===== src/rtl/ers_pkg.sv =====
// Shared types and code-size helpers for the error recovery sequencer.
// Assumes the Hamming layout: parity bit at index 0, check bits at powers of two.
package ers_pkg;

    // Recovery steps, in the order they are taken
    typedef enum logic [3:0] {
        ST_IDLE,
        ST_HALT,
        ST_DRAIN,
        ST_RESET,
        ST_CHECK1,
        ST_FIX,
        ST_CHECK2,
        ST_RESUME,
        ST_FAIL
    } rec_state_t;

    // Number of Hamming check bits needed for dw data bits
    function automatic int chk_bits(int dw);
        int r;
        r = 0;
        while ((1 << r) < dw + r + 1) r++;
        return r;
    endfunction

    // Full codeword width including the overall parity bit
    function automatic int code_bits(int dw);
        return dw + chk_bits(dw) + 1;
    endfunction

    // True when v is a nonzero power of two (a check-bit index)
    function automatic bit is_pow2(int v);
        return (v > 0) && ((v & (v - 1)) == 0);
    endfunction

endpackage


===== src/rtl/ers_secded_enc.sv =====
// SECDED encoder: places data bits at the non-power-of-two indices, fills each
// check bit so its covered group has even parity, then sets overall parity.
// Assumes CODE_W and CHK_W come from the package helpers for DATA_W.
module ers_secded_enc #(
    parameter int DATA_W = 32,
    parameter int CHK_W  = ers_pkg::chk_bits(DATA_W),
    parameter int CODE_W = ers_pkg::code_bits(DATA_W)
) (
    input  logic [DATA_W-1:0] data,
    output logic [CODE_W-1:0] code
);

    // Build the codeword in one combinational pass
    always_comb begin
        logic [CODE_W-1:0] w;
        logic              p;
        int                j;
        w = '0;
        j = 0;
        for (int i = 1; i < CODE_W; i++) begin
            if (!ers_pkg::is_pow2(i)) begin
                w[i] = data[j];
                j++;
            end
        end
        for (int k = 0; k < CHK_W; k++) begin
            p = 1'b0;
            for (int i = 1; i < CODE_W; i++) begin
                if (!ers_pkg::is_pow2(i) && (((i >> k) & 1) != 0)) p = p ^ w[i];
            end
            w[1 << k] = p;
        end
        w[0] = ^w[CODE_W-1:1];
        code = w;
    end

endmodule


===== src/rtl/ers_secded_dec.sv =====
// SECDED checker: forms the syndrome and overall parity of a codeword, flags a
// clean or single-bit case, and returns the data with any single flip undone.
// Anything neither clean nor single is treated as uncorrectable by the caller.
module ers_secded_dec #(
    parameter int DATA_W = 32,
    parameter int CHK_W  = ers_pkg::chk_bits(DATA_W),
    parameter int CODE_W = ers_pkg::code_bits(DATA_W)
) (
    input  logic [CODE_W-1:0] word,
    output logic              clean,
    output logic              single,
    output logic [DATA_W-1:0] data
);

    logic [CHK_W-1:0] syn;
    logic             overall;

    // Syndrome is the XOR of the indices of all set bits
    always_comb begin
        syn = '0;
        for (int i = 1; i < CODE_W; i++) begin
            if (word[i]) syn = syn ^ CHK_W'(i);
        end
        overall = ^word;
    end

    // Classify the word from syndrome and overall parity
    always_comb begin
        clean  = (syn == '0) && !overall;
        single = overall && (int'(syn) < CODE_W);
    end

    // Extract data, flipping the bit the syndrome points at
    always_comb begin
        int j;
        j    = 0;
        data = '0;
        for (int i = 1; i < CODE_W; i++) begin
            if (!ers_pkg::is_pow2(i)) begin
                data[j] = word[i] ^ (overall && (int'(syn) == i));
                j++;
            end
        end
    end

endmodule


===== src/rtl/ers_ctrl.sv =====
// Recovery state machine: stop, drain, unit reset, check, optional fix and
// recheck, then resume or stop for good. Assumes the codeword check results
// are valid in the same cycle the read strobe is high.
module ers_ctrl #(
    parameter int RST_CYCLES = 4,
    parameter int CNT_W      = 8,
    parameter int CODE_W     = 39
) (
    input  logic              clk,
    input  logic              rst_n,
    input  logic              fault,
    input  logic              drain_done,
    input  logic              chk_clean,
    input  logic              chk_single,
    input  logic [CODE_W-1:0] fix_word,
    output logic              halt,
    output logic              drain_req,
    output logic              unit_rst,
    output logic              rd_en,
    output logic              wr_en,
    output logic [CODE_W-1:0] wr_word,
    output logic              fatal,
    output logic [CNT_W-1:0]  rcount
);
    import ers_pkg::*;

    localparam int TW = (RST_CYCLES < 2) ? 1 : $clog2(RST_CYCLES);

    rec_state_t      state, nxt;
    logic [TW-1:0]   tmr;

    // Next-step selection
    always_comb begin
        nxt = state;
        case (state)
            ST_IDLE:   if (fault) nxt = ST_HALT;
            ST_HALT:   nxt = ST_DRAIN;
            ST_DRAIN:  if (drain_done) nxt = ST_RESET;
            ST_RESET:  if (tmr == TW'(RST_CYCLES - 1)) nxt = ST_CHECK1;
            ST_CHECK1: nxt = chk_clean ? ST_RESUME : (chk_single ? ST_FIX : ST_FAIL);
            ST_FIX:    nxt = ST_CHECK2;
            ST_CHECK2: nxt = chk_clean ? ST_RESUME : ST_FAIL;
            ST_RESUME: nxt = ST_IDLE;
            ST_FAIL:   nxt = ST_FAIL;
            default:   nxt = ST_FAIL;
        endcase
    end

    // State register
    always_ff @(posedge clk) begin
        if (!rst_n) state <= ST_IDLE;
        else        state <= nxt;
    end

    // Unit reset length timer, cleared outside the reset step
    always_ff @(posedge clk) begin
        if (!rst_n || state != ST_RESET) tmr <= '0;
        else                             tmr <= tmr + 1'b1;
    end

    // Capture the corrected codeword during the first check
    always_ff @(posedge clk) begin
        if (!rst_n)                                wr_word <= '0;
        else if (state == ST_CHECK1 && chk_single) wr_word <= fix_word;
    end

    // Count completed recoveries
    always_ff @(posedge clk) begin
        if (!rst_n)                 rcount <= '0;
        else if (state == ST_RESUME) rcount <= rcount + 1'b1;
    end

    // Strobes decoded from the current step
    always_comb begin
        halt      = ((state == ST_IDLE) && fault) ||
                    ((state != ST_IDLE) && (state != ST_RESUME));
        drain_req = (state == ST_DRAIN);
        unit_rst  = (state == ST_RESET);
        rd_en     = (state == ST_CHECK1) || (state == ST_CHECK2);
        wr_en     = (state == ST_FIX);
        fatal     = (state == ST_FAIL);
    end

endmodule


===== src/rtl/err_recovery_seq.sv =====
// Top of the error recovery sequencer: the control machine plus the SECDED
// checker on the register read path and the re-encoder for the write-back.
// Assumes the register file returns rf_rd_word combinationally.
module err_recovery_seq #(
    parameter  int DATA_W     = 32,
    parameter  int RST_CYCLES = 4,
    parameter  int CNT_W      = 8,
    localparam int CHK_W      = ers_pkg::chk_bits(DATA_W),
    localparam int CODE_W     = ers_pkg::code_bits(DATA_W)
) (
    input  logic              clk,
    input  logic              rst_n,
    input  logic              fault_pulse,
    output logic              halt,
    output logic              drain_req,
    input  logic              drain_done,
    output logic              unit_rst,
    output logic              rf_rd_en,
    input  logic [CODE_W-1:0] rf_rd_word,
    output logic              rf_wr_en,
    output logic [CODE_W-1:0] rf_wr_word,
    output logic              fatal_error,
    output logic [CNT_W-1:0]  recover_count
);

    logic              chk_clean, chk_single;
    logic [DATA_W-1:0] fixed_data;
    logic [CODE_W-1:0] fix_word;

    ers_secded_dec #(.DATA_W(DATA_W), .CHK_W(CHK_W), .CODE_W(CODE_W)) u_dec (
        .word   (rf_rd_word),
        .clean  (chk_clean),
        .single (chk_single),
        .data   (fixed_data)
    );

    ers_secded_enc #(.DATA_W(DATA_W), .CHK_W(CHK_W), .CODE_W(CODE_W)) u_enc (
        .data (fixed_data),
        .code (fix_word)
    );

    ers_ctrl #(.RST_CYCLES(RST_CYCLES), .CNT_W(CNT_W), .CODE_W(CODE_W)) u_ctrl (
        .clk        (clk),
        .rst_n      (rst_n),
        .fault      (fault_pulse),
        .drain_done (drain_done),
        .chk_clean  (chk_clean),
        .chk_single (chk_single),
        .fix_word   (fix_word),
        .halt       (halt),
        .drain_req  (drain_req),
        .unit_rst   (unit_rst),
        .rd_en      (rf_rd_en),
        .wr_en      (rf_wr_en),
        .wr_word    (rf_wr_word),
        .fatal      (fatal_error),
        .rcount     (recover_count)
    );

endmodule


===== config.mk =====
export PLATFORM = sky130hd
export DESIGN_NAME = err_recovery_seq
export DESIGN_NICKNAME = d
export VERILOG_FILES = /design/src/rtl/ers_pkg.sv /design/src/rtl/ers_secded_enc.sv /design/src/rtl/ers_secded_dec.sv /design/src/rtl/ers_ctrl.sv /design/src/rtl/err_recovery_seq.sv
export SDC_FILE = /design/constraint.sdc
export NUM_CORES = 1
export LEC_CHECK = 0
export CAP_MARGIN = 10
export CORE_UTILIZATION = 35
export DETAILED_ROUTE_END_ITERATION = 16
export SLEW_MARGIN = 20
export SYNTH_ARGS = -nofsm -noshare
export SYNTH_HDL_FRONTEND = slang
export SYNTH_SLANG_ARGS = --single-unit

===== constraint.sdc =====
create_clock -name clk -period 3.3 [get_ports clk]
set_clock_uncertainty 0.05 [all_clocks]
set_input_delay 0.33 -clock clk [delete_from_list [all_inputs] [get_ports clk]]
set_output_delay 0.33 -clock clk [all_outputs]
set_load 0.005 [all_outputs]

Yosys cells after proc, flatten, opt, wreduce, memory -nomap -nowiden
Index checks and enable logic that the tools add are counted.
{"block": "op_classes", "n_addsub": 2, "order_cmp": 1, "n_eq_ne": 46, "muxes": 45, "bitwise_logic": 153, "n_reduce_logical": 48}
{"cell": "$eq A6 B6 Y1 const B", "n": 21}
{"cell": "$xor A1 B1 Y1", "n": 116}
{"cell": "$mux W5", "n": 16}
{"cell": "$mux W4", "n": 14}
{"cell": "$eq A6 B5 Y1 const B", "n": 7}
{"cell": "$mux W6", "n": 7}
{"cell": "$not A3 Y3", "n": 13}
{"cell": "$reduce_xor A39 Y1", "n": 1}
{"cell": "$reduce_xor A38 Y1", "n": 1}
{"cell": "$logic_and A1 B1 Y1", "n": 37}
{"cell": "$pmux W4 S8", "n": 1}
{"cell": "$not A2 Y2", "n": 13}
{"cell": "$not A4 Y4", "n": 5}
{"cell": "$eq A6 B4 Y1 const B", "n": 3}
{"cell": "$eq A4 B3 Y1 const B", "n": 4}
{"cell": "$mux W3", "n": 4}
{"cell": "$add A8 B1 Y8 const B", "n": 1}
{"cell": "$eq A4 B2 Y1 const B", "n": 2}
{"cell": "$eq A6 B3 Y1 const B", "n": 1}
{"cell": "$logic_not A6 Y1", "n": 1}
{"cell": "$lt A6 B6 Y1 const B", "n": 1}
{"cell": "$not A1 Y1 const A", "n": 5}
{"cell": "$not A5 Y5", "n": 1}
{"cell": "$eq A4 B1 Y1 const B", "n": 1}
{"cell": "14 further kinds", "n": 19}
{"block": "totals", "register_bits": 53, "inputBits": 43, "out_inout_bits": 53, "elab_cells": 299}

Depth between registers and ports, before layout
Gate-level depths: netlist of the first run.
{"block": "logic_depth", "depth_word": 91, "depth_mapped": 14, "ltp_nobuf": 11}

Hierarchy
A second synthesis of the first run with hierarchy kept.
{"block": "hier_totals", "hier_cells": 504, "area_unflattened_um2": 4336.7}
{"mod": "ers_ctrl", "instances": 1, "cells_each": 257, "area_each_um2": 2084.5, "seq_area_each_um2": 1061.0}
{"mod": "ers_secded_dec", "instances": 1, "cells_each": 157, "area_each_um2": 1375.1, "seq_area_each_um2": 0.0}
{"mod": "ers_secded_enc", "instances": 1, "cells_each": 90, "area_each_um2": 877.1, "seq_area_each_um2": 0.0}

Worst setup path after synthesis of the first run
OpenSTA, ideal clock, no wires.
{"block": "synth_timing", "kind": "input to register", "from": "in rf_rd_word[14]", "to": "reg u_ctrl.wr_word[0]", "arrival_time_ns": 3.379, "required_ns": 3.117, "path_slack_ns": -0.262, "path_stages": 13, "n_path_buf": 2, "cell_sequence": "buf_2 -> xnor2_1 -> xnor2_2 -> xnor3_1 -> xnor2_1 -> buf_2 -> nand4_1 -> o32a_1 -> xnor2_1 -> xnor2_1 -> xor3_1 -> xnor3_1 -> a21oi_1"}
{"block": "synth_via", "elab_chain_cells": 58, "elab_cells_between_ends": 230, "cone_classes": "order compare: 1; eq/ne: 32; mux: 25; bitwise: 136; reduce/logical: 36"}
{"element": "from (decl)", "line_no": "err_recovery_seq.sv:19", "rtl": "input logic [CODE_W-1:0] rf_rd_word,"}
{"element": "$mux W4", "line_no": "ers_secded_dec.sv:22", "rtl": "if (word[i]) syn = syn ^ CHK_W'(i);"}
{"element": "$not A4 Y4 (no line)"}
{"element": "$mux W4", "line_no": "ers_secded_dec.sv:22"}
{"element": "$mux W5 (2 in series)", "line_no": "ers_secded_dec.sv:22"}
{"element": "$not A2 Y2 (no line) or $mux W5 (tied branches)"}
{"element": "$mux W5", "line_no": "ers_secded_dec.sv:22"}
{"element": "$not A3 Y3 (no line) or $not A2 Y2 (tied branches)"}
{"element": "$mux W5", "line_no": "ers_secded_dec.sv:22"}
{"element": "[25 not listed]"}
{"element": "$mux W6", "line_no": "ers_secded_dec.sv:22"}
{"element": "$not A3 Y3 (no line)"}
{"element": "$mux W6", "line_no": "ers_secded_dec.sv:22"}
{"element": "$eq A6 B3 Y1 or $eq A6 B4 Y1 (tied branches)", "line_no": "ers_secded_dec.sv:40", "rtl": "data[j] = word[i] ^ (overall && (int'(syn) == i));"}
{"element": "$logic_and A1 B1 Y1", "line_no": "ers_secded_dec.sv:40"}
{"element": "$xor A1 B1 Y1", "line_no": "ers_secded_dec.sv:40"}
{"element": "$xor A1 B1 Y1 (17 in series)", "line_no": "ers_secded_enc.sv:29", "rtl": "if (!ers_pkg::is_pow2(i) && (((i >> k) & 1) != 0)) p = p ^ w[i];"}
{"element": "$reduce_xor A38 Y1", "line_no": "ers_secded_enc.sv:33", "rtl": "w[0] = ^w[CODE_W-1:1];"}
{"element": "to (signal assigned)", "line_no": "ers_ctrl.sv:64", "rtl": "else if (state == ST_CHECK1 && chk_single) wr_word <= fix_word;"}
{"element": "to (decl)", "line_no": "ers_ctrl.sv:21", "rtl": "output logic [CODE_W-1:0] wr_word,"}
Several ways; a longest one is shown, not always the timed one.
A chain may end at the register's enable or synchronous reset.

Final worst setup path of the first run
{"block": "layout_timing", "from": "in rf_rd_word[31]", "to": "reg u_ctrl.wr_word[0]"}
{"block": "layout_via", "elab_chain_cells": 32, "elab_cells_between_ends": 199, "cone_classes": "order compare: 1; eq/ne: 32; mux: 8; bitwise: 122; reduce/logical: 36"}
{"element": "$mux W5", "line_no": "ers_secded_dec.sv:22"}
{"element": "$mux W6", "line_no": "ers_secded_dec.sv:22"}
{"element": "$not A2 Y2 (no line) or $mux W6 (tied branches)"}
{"element": "$mux W6 or $not A2 Y2 (tied branches)"}
{"element": "$mux W6", "line_no": "ers_secded_dec.sv:22"}
{"element": "$not A3 Y3 (no line) or $not A2 Y2 (tied branches)"}
{"element": "$mux W6", "line_no": "ers_secded_dec.sv:22"}
{"element": "$mux W6 or $not A3 Y3 (tied branches)"}
{"element": "$not A3 Y3 (no line) or $mux W6 (tied branches)"}
{"element": "$mux W6 or $not A3 Y3 (tied branches)"}
{"element": "$mux W6", "line_no": "ers_secded_dec.sv:22"}
{"element": "$eq A6 B3 Y1 or $eq A6 B4 Y1 (tied branches)", "line_no": "ers_secded_dec.sv:40"}
{"element": "$logic_and A1 B1 Y1", "line_no": "ers_secded_dec.sv:40"}
{"element": "$xor A1 B1 Y1", "line_no": "ers_secded_dec.sv:40"}
{"element": "$xor A1 B1 Y1 (17 in series)", "line_no": "ers_secded_enc.sv:29"}
{"element": "$reduce_xor A38 Y1", "line_no": "ers_secded_enc.sv:33"}
Several ways; a longest one is shown, not always the timed one.

==> results of run 1 <==
==> power by group <==
part / internal [mW] / switching (mW)
clock: 0.284 / 0.249
sequential: 0.664 / 0.0312
combinational: 3.35 / 2.61
==> cells by family after synthesis <==
group | count (synthesis) | share of synthesized area (%)
AND/OR/NAND/NOR | 162 | 17.9
XOR/XNOR | 157 | 41.7
AO/OA/AOI/OAI | 67 | 11.3
flip-flops | 53 | 24.8
buffers and inverters | 27 | 2.52
multiplexers | 5 | 1.17
adder cells (fa/ha/maj) | 2 | 0.585
==> path summary, 6_finish.rpt <==
kind / from / endpoint / cells past startpoint
max reg2reg: u_ctrl.state[2] / u_ctrl.rcount[7] / 6
min: rf_rd_word[28] / u_ctrl.wr_word[28] / 4
min reg2reg: u_ctrl.tmr[0] / u_ctrl.tmr[0] / 1
max: rf_rd_word[31] / u_ctrl.wr_word[0] / 15
==> metal layers <==
layer,routed length [um],GRT usage [%]
met5,0,0
met4,472,6.67
met3,532,2.38
met2,8290,44.0
met1,6890,32.4
==> worst reg2reg max path, cell delays in order (launching register included) <==
cell	delay [ns]
dfxtp_1	0.51
nand2b_1	0.18
nor2_1	0.47
and4_1	0.34
nand3_1	0.11
xor2_1	0.14
nor2_1	0.05
==> what timing repair did <==
| item | in CTS | in global routing |
|---|---|---|
| endpoints found under the setup margin | 41 | 30 |
| pin swaps | 63 | 84 |
| buffers inserted | 57 | 37 |
| gates resized for setup | 135 | 134 |
==> registers in the layout, indices dropped and copies added (netlist names) <==
signal	cells
u_ctrl.rcount	8
u_ctrl.state	4
u_ctrl.tmr	2
u_ctrl.wr_word	39
==> final cells by class <==
type	instances	area [um2]	share of cell area (%)
clock inverter	2	13.8	0.167
inverter	3	11.3	0.137
multi-input combinational	393	3980	48.2
timing repair buffer	338	2870	34.8
sequential	53	1060	12.9
clock buffer	6	129	1.56
tap	147	184	2.23
==> cells in the mapped netlist, drive strengths merged <==
cell type / count
o21ai: 6
a32oi: 1
or2: 2
a21oi: 5
nand2b: 3
o211a: 1
o311a: 1
a211oi: 39
inv: 3
nor3: 11
nor4: 14
o22ai: 3
a21o: 1
nand4: 7
clkbuf: 16
a31oi: 4
nor4b: 1
and4: 2
nor3b: 1
nor2: 76
xor2: 48
nand3: 11
o211ai: 1
o21a: 1
buf: 8
xor3: 2
nand2: 26
o32a: 1
dfxtp: 53
xnor2: 92
a211o: 1
mux2i: 5
o22a: 1
nand3b: 1
xnor3: 15
o2111ai: 1
and2: 3
and3: 4
ha: 2
==> through the flow <==
step	util [%]	power, mW	TNS (ns)
after floorplan	-	2.79	-0.127
after global placement	54.9	4.59	-19.95
after detailed placement	54.9	4.58	-20.54
after CTS	63.9	6.22	-0.753
after global routing	69.0	7.55	-1.39
final	69.0	7.18	-0.795
==> results.txt, run 1 <==
CTS max path bufs: 2
post-placement cell count: 846
via count: 4594
Setup-failing EPs final: 5
synthesized flop and latch total: 53
Die ar.: 0.0127 mm2
Initial DRT Pass Iterations: 4
peak per-stage delay on the critical path: 0.46 ns
first-pass GRT wire length: 24200 um
Fin. Hold Viols: 0
die height: 113 um
Critical Path Start Type: primary input
syn_nets: 518
Min Clock Period, post-route: 3.62 ns
via/cell ratio: 4.88
Die Width: 113 um
Max IR drop VDD: 0.000574 V
Initial Util: 35.8%
fill cell count: 890
Mapped Cells: 473
Pleak: 3.44 nW
CP Data Arrival Time: 3.80 ns
R2R setup slack: 1.35 ns
# port buffers: 95
Max-Cap Viols: 0
fmax: 277 MHz
worst endpoint required time: 3.48 ns
area of the mapped netlist: 0.00428 mm2
Syn Area/Cell: 9.04 um2
post-route clock period utilization: 110%
WL/cell: 17.2 um
WHS: 0.365 ns
DP Area: 0.00657 mm2
most common cell after layout, fill and taps aside: buf_4
Finished Layout Cells: 942
failing checks: negative setup slack
CP top delay family: XOR/XNOR gates
Layout area overhead: 92.9%
nets@finish: 839
CTS clk-pin slew, worst paths: 0.07 ns
fin worst setup slack: -0.315 ns
worst-path cell chain: buf_8, xnor3_2, xnor3_2, buf_6, xnor3_2, and2_4, nand4_1, buf_4, a21oi_4, xor2_2, buf_4, xnor2_4, xor3_1, xnor3_1, a21oi_2
dominant cell type by area after synthesis: dfxtp_1
Antenna diodes: 0
clock latency on the worst-skew pair: 0.29 ns
vias in the first global route: 4581
Final Max Tran Viols: 0
Bufs and invs on worst path: 4
post-synthesis sequential area ratio: 24.8%
Worst path slowest cell: xnor3_2
number of remaining DRC errors: 0
routability cong.: 0.986
H-Tree Depth: 2
CTS sink cnt: 53
Hold Buf Count CTS: 0
Setup CP Type: primary input to flip-flop
Row Count: 40
Distinct cells, synth: 50
Core Box Area: 0.0120 mm2
antenna violations before repair: 0
post-route antenna net violation count: 0
Tightest Pin Transition: 0.648 ns
Place WS: -0.991 ns
most frequent cells in the layout: buf_4 (211), nor2_1 (68), clkdlybuf4s50_1 (57), dfxtp_1 (53), xnor2_1 (49)
status: complete, but fails checks
Yosys top cell area share: 24.8%
Root Buffer: clkbuf_16
worst-path fanout max: 4
ranking of synthesized cells by area: dfxtp_1 (25%), xnor2_1 (16%), xor2_1 (8.4%), xnor3_1 (6.8%), a211oi_1 (6.7%)
yosys warns: 0
RSZ-0062 raised after global routing: yes
final instance area: 0.00825 mm2
DR iter-0 viols: 249
HP Class: primary input to flip-flop
CP dominant cell by count: xnor3_2
CTS tree: done
largest net degree at the start of global routing: 55
total track usage: 24.9%
Cell Pwr Density: 871 mW/mm2
io pins: 96
grt ovf: 0
share of layout cells above drive strength 1: 49.7%
post-DP HPWL: 11700 um
WL final: 16200 um
Relative slew margins: 56.7%
Worst Setup End Kind: flip-flop
total CTS buffers: 5
No activity file was read; power rests on OpenSTA's default activity.
==> run 2, diff against run 1 <==
- clock period: 3.3 -> 3.7 ns (I/O delays scaled with it)
==> run 2 against run 1 <==
  * The run ends with design-rule violations, negative setup slack left
  * Non-clock buffer count decreased by 47
  * Cell count decreased by 5.0%
  * Hold slack improved by 0.015 ns
  * Die area unchanged
  * Largest cell class unchanged
  * Sequential share of layout area increased by 1.4 points
  * First-iteration DRC count decreased by 11%
  * Combinational power decreased by 29%
  * Routed wire length decreased by 10%
==> results.txt, run 2 (synthesis results as in run 1) <==
post-placement cell count: 839
worst-path fanout max: 3
number of remaining DRC errors: 1
Tot Pwr: 5.40 mW
CP Data Arrival Time: 3.89 ns
via count: 4343
Setup Total Neg Slack: -0.0127 ns
fin worst setup slack: -0.0127 ns
# port buffers: 95
DR iter-0 viols: 221
clock latency on the worst-skew pair: 0.30 ns
post-DP HPWL: 11100 um
Max Used Layer: met4
via/cell ratio: 4.85
Antenna diodes: 0
status: complete, but fails checks
Int Power: 3.25 mW
grt ovf: 0
switch share: 39.8%
CP dominant cell by count: buf_4
WL final: 14500 um
max reg flops: 39
CTS clk-pin slew, worst paths: 0.07 ns
first-pass GRT wire length: 23000 um
RSZ-0062 raised after global routing: yes
largest net degree at the start of global routing: 53
largest register by flop count: u_ctrl.wr_word
metal2 WL: 7020 um
WL/cell: 16.2 um
die height: 113 um
Setup CP Type: primary input to flip-flop
failing checks: design-rule violations, negative setup slack
Max IR drop VDD: 0.000440 V
Final Max Tran Viols: 0
total track usage: 23.5%
Min Clock Period, post-route: 3.71 ns
Die ar.: 0.0127 mm2
nets@finish: 792
most frequent cells in the layout: buf_4 (189), nor2_1 (74), xnor2_1 (60), clkdlybuf4s50_1 (59), dfxtp_1 (53)
fin util: 62.4%
Relative slew margins: 66.4%
Max-Cap Viols: 0
Finished Layout Cells: 895
worst-path cell chain: dlygate4sd2_1, buf_4, xnor2_2, xnor2_1, buf_4, xor2_4, buf_4, nor4_4, buf_4, o21a_4, buf_4, nand2_1, xnor2_2, xor3_1, xnor3_1, xnor3_1, a21oi_1
Hold Buf Count CTS: 0
total CTS buffers: 5
H-Tree Depth: 2
Pleak: 3.12 nW
HP Class: primary input to flip-flop
vias in the first global route: 4318
routability cong.: 0.910
wl on met1: 6860 um
antenna violations before repair: 0
Reg power frac: 11.5%
share of layout cells above drive strength 1: 38.1%
Layout area overhead: 74.4%
leading registers by flop count: u_ctrl.wr_word: 39 flops, u_ctrl.rcount: 8 flops, u_ctrl.state: 4 flops
Cell Pwr Density: 724 mW/mm2
P_sw: 2.15 mW
Tightest Pin Transition: 0.499 ns
fmax: 269 MHz
CTS sink cnt: 53
Initial DRT Pass Iterations: 10
Comb pwr share: 78.7%
Root Buffer: clkbuf_16
Clock Power Share: 9.8%
Die Width: 113 um
CTS max path bufs: 2
Initial Util: 35.8%
peak per-stage delay on the critical path: 0.43 ns
post-route antenna net violation count: 0
Fin. Hold Viols: 0
Core Box Area: 0.0120 mm2
CTS tree: done
post-route clock period utilization: 100%
met3 WL: 361 um
Critical Path Start Type: primary input
Row Count: 40
worst endpoint required time: 3.88 ns
Worst path slowest cell: xnor3_1
WHS: 0.380 ns
Worst Setup End Kind: flip-flop
Setup-failing EPs final: 1
io pins: 96
most common cell after layout, fill and taps aside: buf_4
-- run 2: changes by cell type in the layout (fill, tap and decap cells not counted), sizes merged --
cell           change
bufinv             +1
buf               -56
clkdlybuf4s15      -1
inv                -1
clkdlybuf4s50      +2
dlygate4sd2       +15
clkbuf            -10
dlymetal6s2s       +3
-- run 2: final timing paths --
| path | start | to | slack [ns] | depth (start not counted) |
|---|---|---|---|---|
| min reg2reg | u_ctrl.tmr[0] | u_ctrl.tmr[0] | 0.39 | 1 |
| max | rf_rd_word[19] | u_ctrl.wr_word[0] | -0.01 | 17 |
| min | rf_rd_word[26] | u_ctrl.wr_word[26] | 0.38 | 3 |
| max reg2reg | u_ctrl.state[2] | u_ctrl.rcount[7] | 1.81 | 6 |
-- run 2: power by group through the flow --
stage | registers [mW] | logic [mW] | clock network (mW)
after floorplan | 0.618 | 1.82 | 0
after global placement | 0.631 | 3.38 | 0
after detailed placement | 0.633 | 3.36 | 0
after CTS | 0.619 | 3.97 | 0.538
after global routing | 0.623 | 4.50 | 0.556
final | 0.620 | 4.25 | 0.528
-- run 2: per-layer routing --
layer,GRT usage (%),up-vias
li1,-,2176
met1,31.7,2060
met2,39.9,88
met3,2.11,19
met4,6.58,0
met5,0,-
-- run 2: repair_timing --
action | 4_1_cts | 5_1_grt
setup endpoints to repair | 5 | 5
pin swaps | 51 | 32
buffers inserted | 37 | 12
resized for setup | 84 | 40
-- run 2: cell type report --
class                      instances  area [um2]
clock inverter                     2        38.8
multi-input combinational        393        3610
sequential                        53        1060
clock buffer                       6         129
timing repair buffer             291        2430
tap                              147         184
inverter                           3        11.3
fill                            1000        4500
-- run 2: worst max-delay path: cells and delay by family --
| family | cells | cell delay (ns) |
|---|---|---|
| xor gates and xnor gates | 7 | 1.92 |
| buffers and inverters | 6 | 1.09 |
| AOI/OAI and AO/OA | 2 | 0.36 |
| and+or+nand+nor | 2 | 0.14 |
-- run 2: per-stage QoR --
stage	setup WS (ns)	instance area, um2
2_1_floorplan	0.0980	4280
3_3_place_gp	-0.583	6440
3_5_place_dp	-0.574	6440
4_1_cts	0.000908	7200
5_1_grt	-0.127	7460
6_report	-0.0127	7460
==> run 3, diff against run 2 <==
- CAP_MARGIN: 10 -> unset
==> results of run 3 <==
Same layout as run 2: the final DEF is identical, and so are final timing and power.
